===== src/rtl/pioDecPkg.sv =====
package pioDecPkg;
  localparam int ADDR_W   = 16;
  localparam int DATA_W   = 16;
  localparam int LANE_CNT = DATA_W / 8;
  localparam int REG_CNT  = 4;
  localparam int WIN_MSB  = 10;
  localparam int SER_CNT  = 2;

  localparam int IDX_SER   = 0;
  localparam int IDX_FDC   = 1;
  localparam int IDX_STOR0 = 2;
  localparam int IDX_STOR1 = 3;

  localparam logic [ADDR_W-1:0] FDC_BASE = 16'h03F0;

  function automatic logic [ADDR_W-1:0] portOf(input int idx);
    case (idx)
      IDX_SER:   portOf = 16'h2072;
      IDX_FDC:   portOf = 16'h2872;
      IDX_STOR0: portOf = 16'h5872;
      default:   portOf = 16'hF872;
    endcase
  endfunction

  // Returns {valid, base} for a serial base code.
  function automatic logic [ADDR_W:0] serBase(input logic [2:0] code);
    case (code)
      3'd1:    serBase = {1'b1, 16'h03F8};
      3'd2:    serBase = {1'b1, 16'h02F8};
      3'd3:    serBase = {1'b1, 16'h03E8};
      3'd4:    serBase = {1'b1, 16'h02E8};
      default: serBase = '0;
    endcase
  endfunction

  typedef struct packed {
    logic [REG_CNT-1:0]  wrSel;
    logic [REG_CNT-1:0]  rdSel;
    logic [LANE_CNT-1:0] laneWr;
    logic                rdEn;
    logic                rdMiss;
  } ctrlStrobe_t;
endpackage


===== src/rtl/pioDecCtrl.sv =====
module pioDecCtrl
  import pioDecPkg::*;
(
  input  logic [ADDR_W-1:0]   ioAddr,
  input  logic [LANE_CNT-1:0] byteEn,
  input  logic                ioRd,
  input  logic                ioWr,
  output ctrlStrobe_t         strobe
);
  localparam logic [ADDR_W-1:0] WIN_PORT = portOf(0);

  logic [REG_CNT-1:0] regHit;
  logic               windowHit;

  assign windowHit = (ioAddr[WIN_MSB:1] == WIN_PORT[WIN_MSB:1]);

  for (genvar i = 0; i < REG_CNT; i++) begin : g_match
    localparam logic [ADDR_W-1:0] PORT = portOf(i);
    assign regHit[i] = (ioAddr[ADDR_W-1:1] == PORT[ADDR_W-1:1]);
  end

  always_comb begin
    strobe.wrSel  = ioWr ? regHit : '0;
    strobe.rdSel  = regHit;
    strobe.laneWr = byteEn;
    strobe.rdEn   = ioRd;
    strobe.rdMiss = windowHit && (regHit == '0);
  end
endmodule


===== src/rtl/pioDecRegs.sv =====
module pioDecRegs
  import pioDecPkg::*;
(
  input  logic              clk,
  input  logic              rstN,
  input  logic [DATA_W-1:0] wrData,
  input  ctrlStrobe_t       strobe,
  output logic [DATA_W-1:0] rdData,
  output logic [DATA_W-1:0] cfgSer,
  output logic [DATA_W-1:0] cfgFdc
);
  logic [DATA_W-1:0] cfgWord [REG_CNT];
  logic [DATA_W-1:0] muxWord;

  for (genvar r = 0; r < REG_CNT; r++) begin : g_reg
    for (genvar l = 0; l < LANE_CNT; l++) begin : g_lane
      always_ff @(posedge clk or negedge rstN) begin
        if (!rstN)
          cfgWord[r][l*8 +: 8] <= '0;
        else if (strobe.wrSel[r] && strobe.laneWr[l])
          cfgWord[r][l*8 +: 8] <= wrData[l*8 +: 8];
      end
    end
  end

  always_comb begin
    muxWord = '0;
    for (int r = 0; r < REG_CNT; r++)
      if (strobe.rdSel[r]) muxWord = muxWord | cfgWord[r];
  end

  always_ff @(posedge clk or negedge rstN) begin
    if (!rstN)
      rdData <= '0;
    else if (strobe.rdEn) begin
      if (strobe.rdSel != '0) rdData <= muxWord;
      else if (strobe.rdMiss) rdData <= '1;
      else                    rdData <= '0;
    end
  end

  assign cfgSer = cfgWord[IDX_SER];
  assign cfgFdc = cfgWord[IDX_FDC];
endmodule


===== src/rtl/pioDecSel.sv =====
module pioDecSel
  import pioDecPkg::*;
#(
  parameter int IRQ_W = 4,
  parameter int IRQ_A = 4,
  parameter int IRQ_B = 3
) (
  input  logic [ADDR_W-1:0] ioAddr,
  input  logic [DATA_W-1:0] cfgSer,
  input  logic [DATA_W-1:0] cfgFdc,
  output logic              csSerA,
  output logic              csSerB,
  output logic              csFloppy,
  output logic [IRQ_W-1:0]  irqSerA,
  output logic [IRQ_W-1:0]  irqSerB
);
  logic [SER_CNT-1:0] mapped;
  logic [SER_CNT-1:0] hit;

  for (genvar ch = 0; ch < SER_CNT; ch++) begin : g_ser
    localparam int OFS = (ch == 0) ? 4 : 0;
    logic [ADDR_W:0] look;
    assign look       = serBase(cfgSer[OFS+3:OFS+1]);
    assign mapped[ch] = !cfgSer[OFS] && look[ADDR_W];
    assign hit[ch]    = mapped[ch] && (ioAddr[ADDR_W-1:3] == look[ADDR_W-1:3]);
  end

  assign csSerA   = hit[0];
  assign csSerB   = hit[1] && !hit[0];
  assign csFloppy = !cfgFdc[0] && (ioAddr[ADDR_W-1:3] == FDC_BASE[ADDR_W-1:3]);
  assign irqSerA  = mapped[0] ? IRQ_W'(IRQ_A) : '0;
  assign irqSerB  = mapped[1] ? IRQ_W'(IRQ_B) : '0;
endmodule


===== src/rtl/periphIoDecoder.sv =====
module periphIoDecoder
  import pioDecPkg::*;
#(
  parameter int IRQ_W = 4,
  parameter int IRQ_A = 4,
  parameter int IRQ_B = 3
) (
  input  logic              clk,
  input  logic              rstN,
  input  logic [15:0]       ioAddr,
  input  logic [15:0]       wrData,
  input  logic [1:0]        byteEn,
  input  logic              ioRd,
  input  logic              ioWr,
  output logic [15:0]       rdData,
  output logic              csSerA,
  output logic              csSerB,
  output logic              csFloppy,
  output logic [IRQ_W-1:0]  irqSerA,
  output logic [IRQ_W-1:0]  irqSerB
);
  ctrlStrobe_t       strobe;
  logic [DATA_W-1:0] cfgSer;
  logic [DATA_W-1:0] cfgFdc;

  pioDecCtrl ctrl_i (
    .ioAddr (ioAddr),
    .byteEn (byteEn),
    .ioRd   (ioRd),
    .ioWr   (ioWr),
    .strobe (strobe)
  );

  pioDecRegs regs_i (
    .clk    (clk),
    .rstN   (rstN),
    .wrData (wrData),
    .strobe (strobe),
    .rdData (rdData),
    .cfgSer (cfgSer),
    .cfgFdc (cfgFdc)
  );

  pioDecSel #(.IRQ_W(IRQ_W), .IRQ_A(IRQ_A), .IRQ_B(IRQ_B)) sel_i (
    .ioAddr   (ioAddr),
    .cfgSer   (cfgSer),
    .cfgFdc   (cfgFdc),
    .csSerA   (csSerA),
    .csSerB   (csSerB),
    .csFloppy (csFloppy),
    .irqSerA  (irqSerA),
    .irqSerB  (irqSerB)
  );
endmodule


===== config.mk =====
export PLATFORM = sky130hd
export DESIGN_NAME = periphIoDecoder
export DESIGN_NICKNAME = d
export VERILOG_FILES = /design/src/rtl/pioDecPkg.sv /design/src/rtl/pioDecCtrl.sv /design/src/rtl/pioDecRegs.sv /design/src/rtl/pioDecSel.sv /design/src/rtl/periphIoDecoder.sv
export SDC_FILE = /design/constraint.sdc
export NUM_CORES = 1
export LEC_CHECK = 0
export CORE_AREA = 2 2 102 104
export DETAILED_ROUTE_END_ITERATION = 10
export DIE_AREA = 0 0 104 106
export PLACE_DENSITY = 0.65
export SLEW_MARGIN = 20
export SYNTH_ARGS = -nofsm -noshare
export SYNTH_HDL_FRONTEND = slang
export SYNTH_SLANG_ARGS = --single-unit

===== constraint.sdc =====
create_clock -name clk -period 4.8 [get_ports clk]
set_input_delay 0.96 -clock clk [delete_from_list [all_inputs] [get_ports clk]]
set_output_delay 0.96 -clock clk [all_outputs]
set_load 0.02 [all_outputs]

# Word level (Yosys, flattened, before mapping)

Cells that the tools add are included.
Widths: inputs -> output; s select.

Equal/unequal tests: 16
Reductions and logical operators: 21
Bitwise gates (word level): 3
Multiplexer cells: 11

Operators by type and width:

| kind                 | count |
|---|---|
| $pmux 17 s4          | 2 |
| $mux 16              | 6 |
| $or 16x16->16        | 3 |
| $eq 15x13->1 const B | 2 |
| $eq 13x13->1         | 2 |
| $eq 15x14->1 const B | 1 |
| $eq 15x15->1 const B | 1 |
| $logic_and 1x1->1    | 15 |
| $eq 13x7->1 const B  | 1 |
| $eq 3x2->1 const B   | 4 |
| $eq 10x6->1 const B  | 1 |
| $eq 3x1->1 const B   | 2 |
| $eq 3x3->1 const B   | 2 |
| $logic_not 1->1      | 4 |
| $logic_not 4->1      | 1 |
| $mux 4               | 1 |
| $reduce_bool 4->1    | 1 |
| $mux 3               | 1 |
| $mux 2               | 1 |

Bits in registers: 80
Input bits: 38
Word-level logic and storage cells: 60

# Longest topological paths before layout

Word-level depth: 9
Gate-level depth with buffers: 7
Depth with buffers taken out: 4

# By module

Synthesis repeated with hierarchy kept, for this count alone.

Cell total of the unflattened synthesis: 338
Area, all modules: 4013.8 um^2

By module, submodules not included:

| module     | cells an instance | times used | area each (um^2) | seq. area each (um^2) |
|---|---|---|---|---|
| pioDecRegs | 279               | 1          | 3592.2           | 2001.9 |
| pioDecSel  | 35                | 1          | 229.0            | 0.0 |
| pioDecCtrl | 24                | 1          | 192.7            | 0.0 |

# Worst setup path after synthesis

Ideal clock, no wire load.

Path kind: input port to output port
Start: input ioAddr[11]
End: output csSerA
Required time: 3.840 ns
Stages on the path: 5
Path slack: 1.317 ns
Path buffers: 1
Arrival: 2.523 ns
Cells stage by stage: clkbuf_1 nor4_1 and2_1 and4_1 nor3b_1

Word-level cells in the longest chain between the ends: 2

Ends and longest elaborated chain:

| what               | RTL line              | source |
|---|---|---|
| start: declaration | periphIoDecoder.sv:10 | `input logic [15:0] ioAddr,` |
| $eq 13x13->1       | pioDecSel.sv:25       | `assign hit[ch] = mapped[ch] && (ioAddr[ADDR_W-1:3] == look[ADDR_W-1:3]);` |
| $logic_and 1x1->1  | pioDecSel.sv:25       |  |
| end: declaration   | periphIoDecoder.sv:16 | `output logic csSerA,` |

Every way passes these cells.

# Worst setup path in the final report

Start: input ioAddr[12]
End: output csSerA

Same word-level chain as after synthesis.

==> metrics.yaml <==
sta:
  slew_violations: 0
  fmax_mhz: 241
  setup_viol: 0
  rsz0062_at_grt: "false"
  finalSetupTns_ps: 0
  period_minus_slack_ps: 4150
  worst_pin_slew_ps: 782
  whs_ps: 503
  max_slew_margin: 0.474
  fin_skew_ps: 11.5
  fin_crit_sh: 0.864
  finalHoldViolations: 0
clocking:
  ctsResizeCount: 0
  cts_tree: "done"
  clock_latency_ps: 350
  cts_hold_buf: 0
  htree_levels: 3
  numCtsBuffers: 9
  clk_pin_slew_worst_paths_ps: 70
  post_cts_buffers: 0
  cts.path.max_buffers: 2
  root_buffer: "clkbuf_8"
  cts_num_sinks: 80
final_layout:
  nFillCells: 953
  antenna_cells: 0
  drive_gt1_frac: 0.258
  final_nets: 420
  syn_to_final_growth_pct: 23.6
synth:
  yosys_warnings: 0
  synth_common_cells: "dfrtp_1, mux2_2, nor2_1"
  async_flop_share: 1.00
  synth_top_cell_area_share: 0.520
  synth_area_leaders: "dfrtp_1, mux2_2, mux2i_1"
  yosysMostFrequentCell: "dfrtp_1"
  synth_cell_types: 41
  avgSynthCellArea_um2: 11.9
  ys_seq_area_frac: 0.520
  synth_area_um2: 3850
  synth-seq-cells: 80
  syn_inst: 323
  synth_edf_count: 0
  yosysTopAreaCell: "dfrtp_1"
  synthFlopType: "dfrtp_1"
floorplan:
  start_util: 0.385
  io-pin-count: 65
  die_w_um: 104
  die_area_um2: 11000
  placementRows: 37
  die_h_um: 106
  core-area_um2: 10000
worst_setup_path:
  cpMostUsedCell: "clkdlybuf4s50_1"
  rr_worst_depth: 4
  cp_max_fo: 7
  critPathArrivalTime_ps: 3190
  r2r-start: "regs_i.cfgWord[30]"
  crit_path_start_kind: "primary input"
  critical_path.top_delay_family: "buffers and inverters"
  crit_required_ps: 3840
  r2r-end: "regs_i.rdData[14]"
  cp_slowest_cell: "clkdlybuf4s50_1"
  ff2ff_setup_slack_ps: 3520
  crit_type: "primary input to output port"
  cp_num_cells: 6
  crit_chain: "clkdlybuf4s50_1 -> nor4_1 -> and2_1 -> and4_1 -> nor3b_1 -> clkdlybuf4s50_1"
  end_kind: "output port"
  crit_start: "ioAddr[12]"
  slowest_delay_ps: 630
  critPathBufInv: 2
  endpoint: "csSerA"
grt:
  groute.usage.overall: 0.177
  grt_pass1_wl_mm: 15.2
  grt_pass1_vias: 2836
  grt_max_degree: 81
  antenna_found_initial: 0
  grt_overflow: 0
outcome:
  outcome: "complete, no violations"
routing:
  routed_wl_mm: 9.20
  drtIter0Drc: 122
  drt-vias-per-instance: 5.30
  wl_per_cell_um: 17.6
  vias: 2774
  drcViolationCount: 0
  drtPass1Iterations: 4
  ant_nets: 0
pwr:
  power_density_nw_per_um2: 268
  leakage_nw: 2.11
  ir_drop_v: 0.000137
min_path:
  hp-class: "flop to flop"
placement:
  portBuffers: 58
  gp_congestion: 0.808
  dp_hpwl_mm: 6.31
run:
  drv_cap: 0
## final cells by class
class,instances,area (um^2),area share
Sequential cell,80,2000,0.421
Tap cell,136,170,0.0358
Inverter,2,7.51,0.00158
Timing Repair Buffer,65,634,0.133
Multi-Input combinational cell,224,1760,0.370
Clock inverter,5,41.3,0.00868
Clock buffer,11,141,0.0297
## worst min path at each step
stage / to / depth (start not counted) / slack (ps) / startpoint
floorplan: regs_i.cfgFdc[14] / 1 / 470 / regs_i.cfgFdc[14]
global placement: regs_i.cfgFdc[14] / 1 / 480 / regs_i.cfgFdc[14]
detailed placement: regs_i.cfgWord[30] / 1 / 490 / regs_i.cfgWord[30]
CTS: regs_i.cfgWord[30] / 1 / 510 / regs_i.cfgWord[30]
global route: regs_i.cfgSer[11] / 1 / 520 / regs_i.cfgSer[11]
finish: regs_i.cfgWord[30] / 1 / 500 / regs_i.cfgWord[30]
## cell usage in the layout (no fill, tap or decap), drive strengths merged, types with 2 or more instances in the layout
master | netlist | routed
nor3 | 2 | 2
mux2 | 64 | 64
nor2 | 37 | 37
mux2i | 15 | 15
nand3 | 5 | 5
clkinvlp | 0 | 2
conb | 1 | 5
a2bb2oi | 2 | 2
buf | 11 | 8
clkbuf | 10 | 11
and2 | 2 | 2
nor3b | 3 | 3
o21ai | 18 | 18
inv | 2 | 3
nand4 | 2 | 2
or2 | 3 | 3
dfrtp | 80 | 80
nor4 | 6 | 6
or4b | 2 | 2
clkdlybuf4s50 | 0 | 57
a31oi | 2 | 2
xor2 | 5 | 5
nand2 | 2 | 2
a21oi | 18 | 18
or3b | 2 | 2
a22oi | 15 | 15
nor4b | 2 | 2
clkinv | 0 | 2
nor4bb | 2 | 2
## stage by stage
stage,area (um^2),total power [mW],instances,setup WS [ps],utilization
after floorplan,3860,0.758,327,1320,-
after global placement,4570,0.838,507,677,0.457
after detailed placement,4570,0.840,507,682,0.457
after CTS,4750,1.30,523,673,0.475
after global routing,4760,1.33,523,496,0.476
final,4760,1.28,523,654,0.476
## routing by layer
layer,vias to the layer above,wire length (um),global-route usage
met4,0,144,0.0521
met3,10,412,0.0380
met5,-,0,0
met2,85,4330,0.287
met1,1388,4320,0.239
li1,1291,-,-
## report_power, final
| part | switching (mW) | leakage, nW | internal (mW) |
|---|---|---|---|
| clock | 0.245 | 0.0861 | 0.206 |
| combinational | 0.0753 | 0.932 | 0.0602 |
| sequential | 0.00656 | 1.10 | 0.684 |
## kinds of logic (layout without fill, tap and decap cells)
family                 after synthesis  count (layout)  synth area share
flip-flops                          80              80             0.520
multiplexers                        79              79             0.226
AND/OR/NAND/NOR                     77              77             0.120
AO/OA/AOI/OAI                       57              57            0.0888
buffers and inverters               23              83            0.0299
XOR/XNOR                             6               6            0.0137
other                                1               5          0.000974
## flip-flops by register name (all words and copies together) (netlist names)
name / count
regs_i.rdData: 16
regs_i.cfgWord: 32
regs_i.cfgSer: 16
regs_i.cfgFdc: 16
Note: power is estimated with default switching activity, not from simulation.
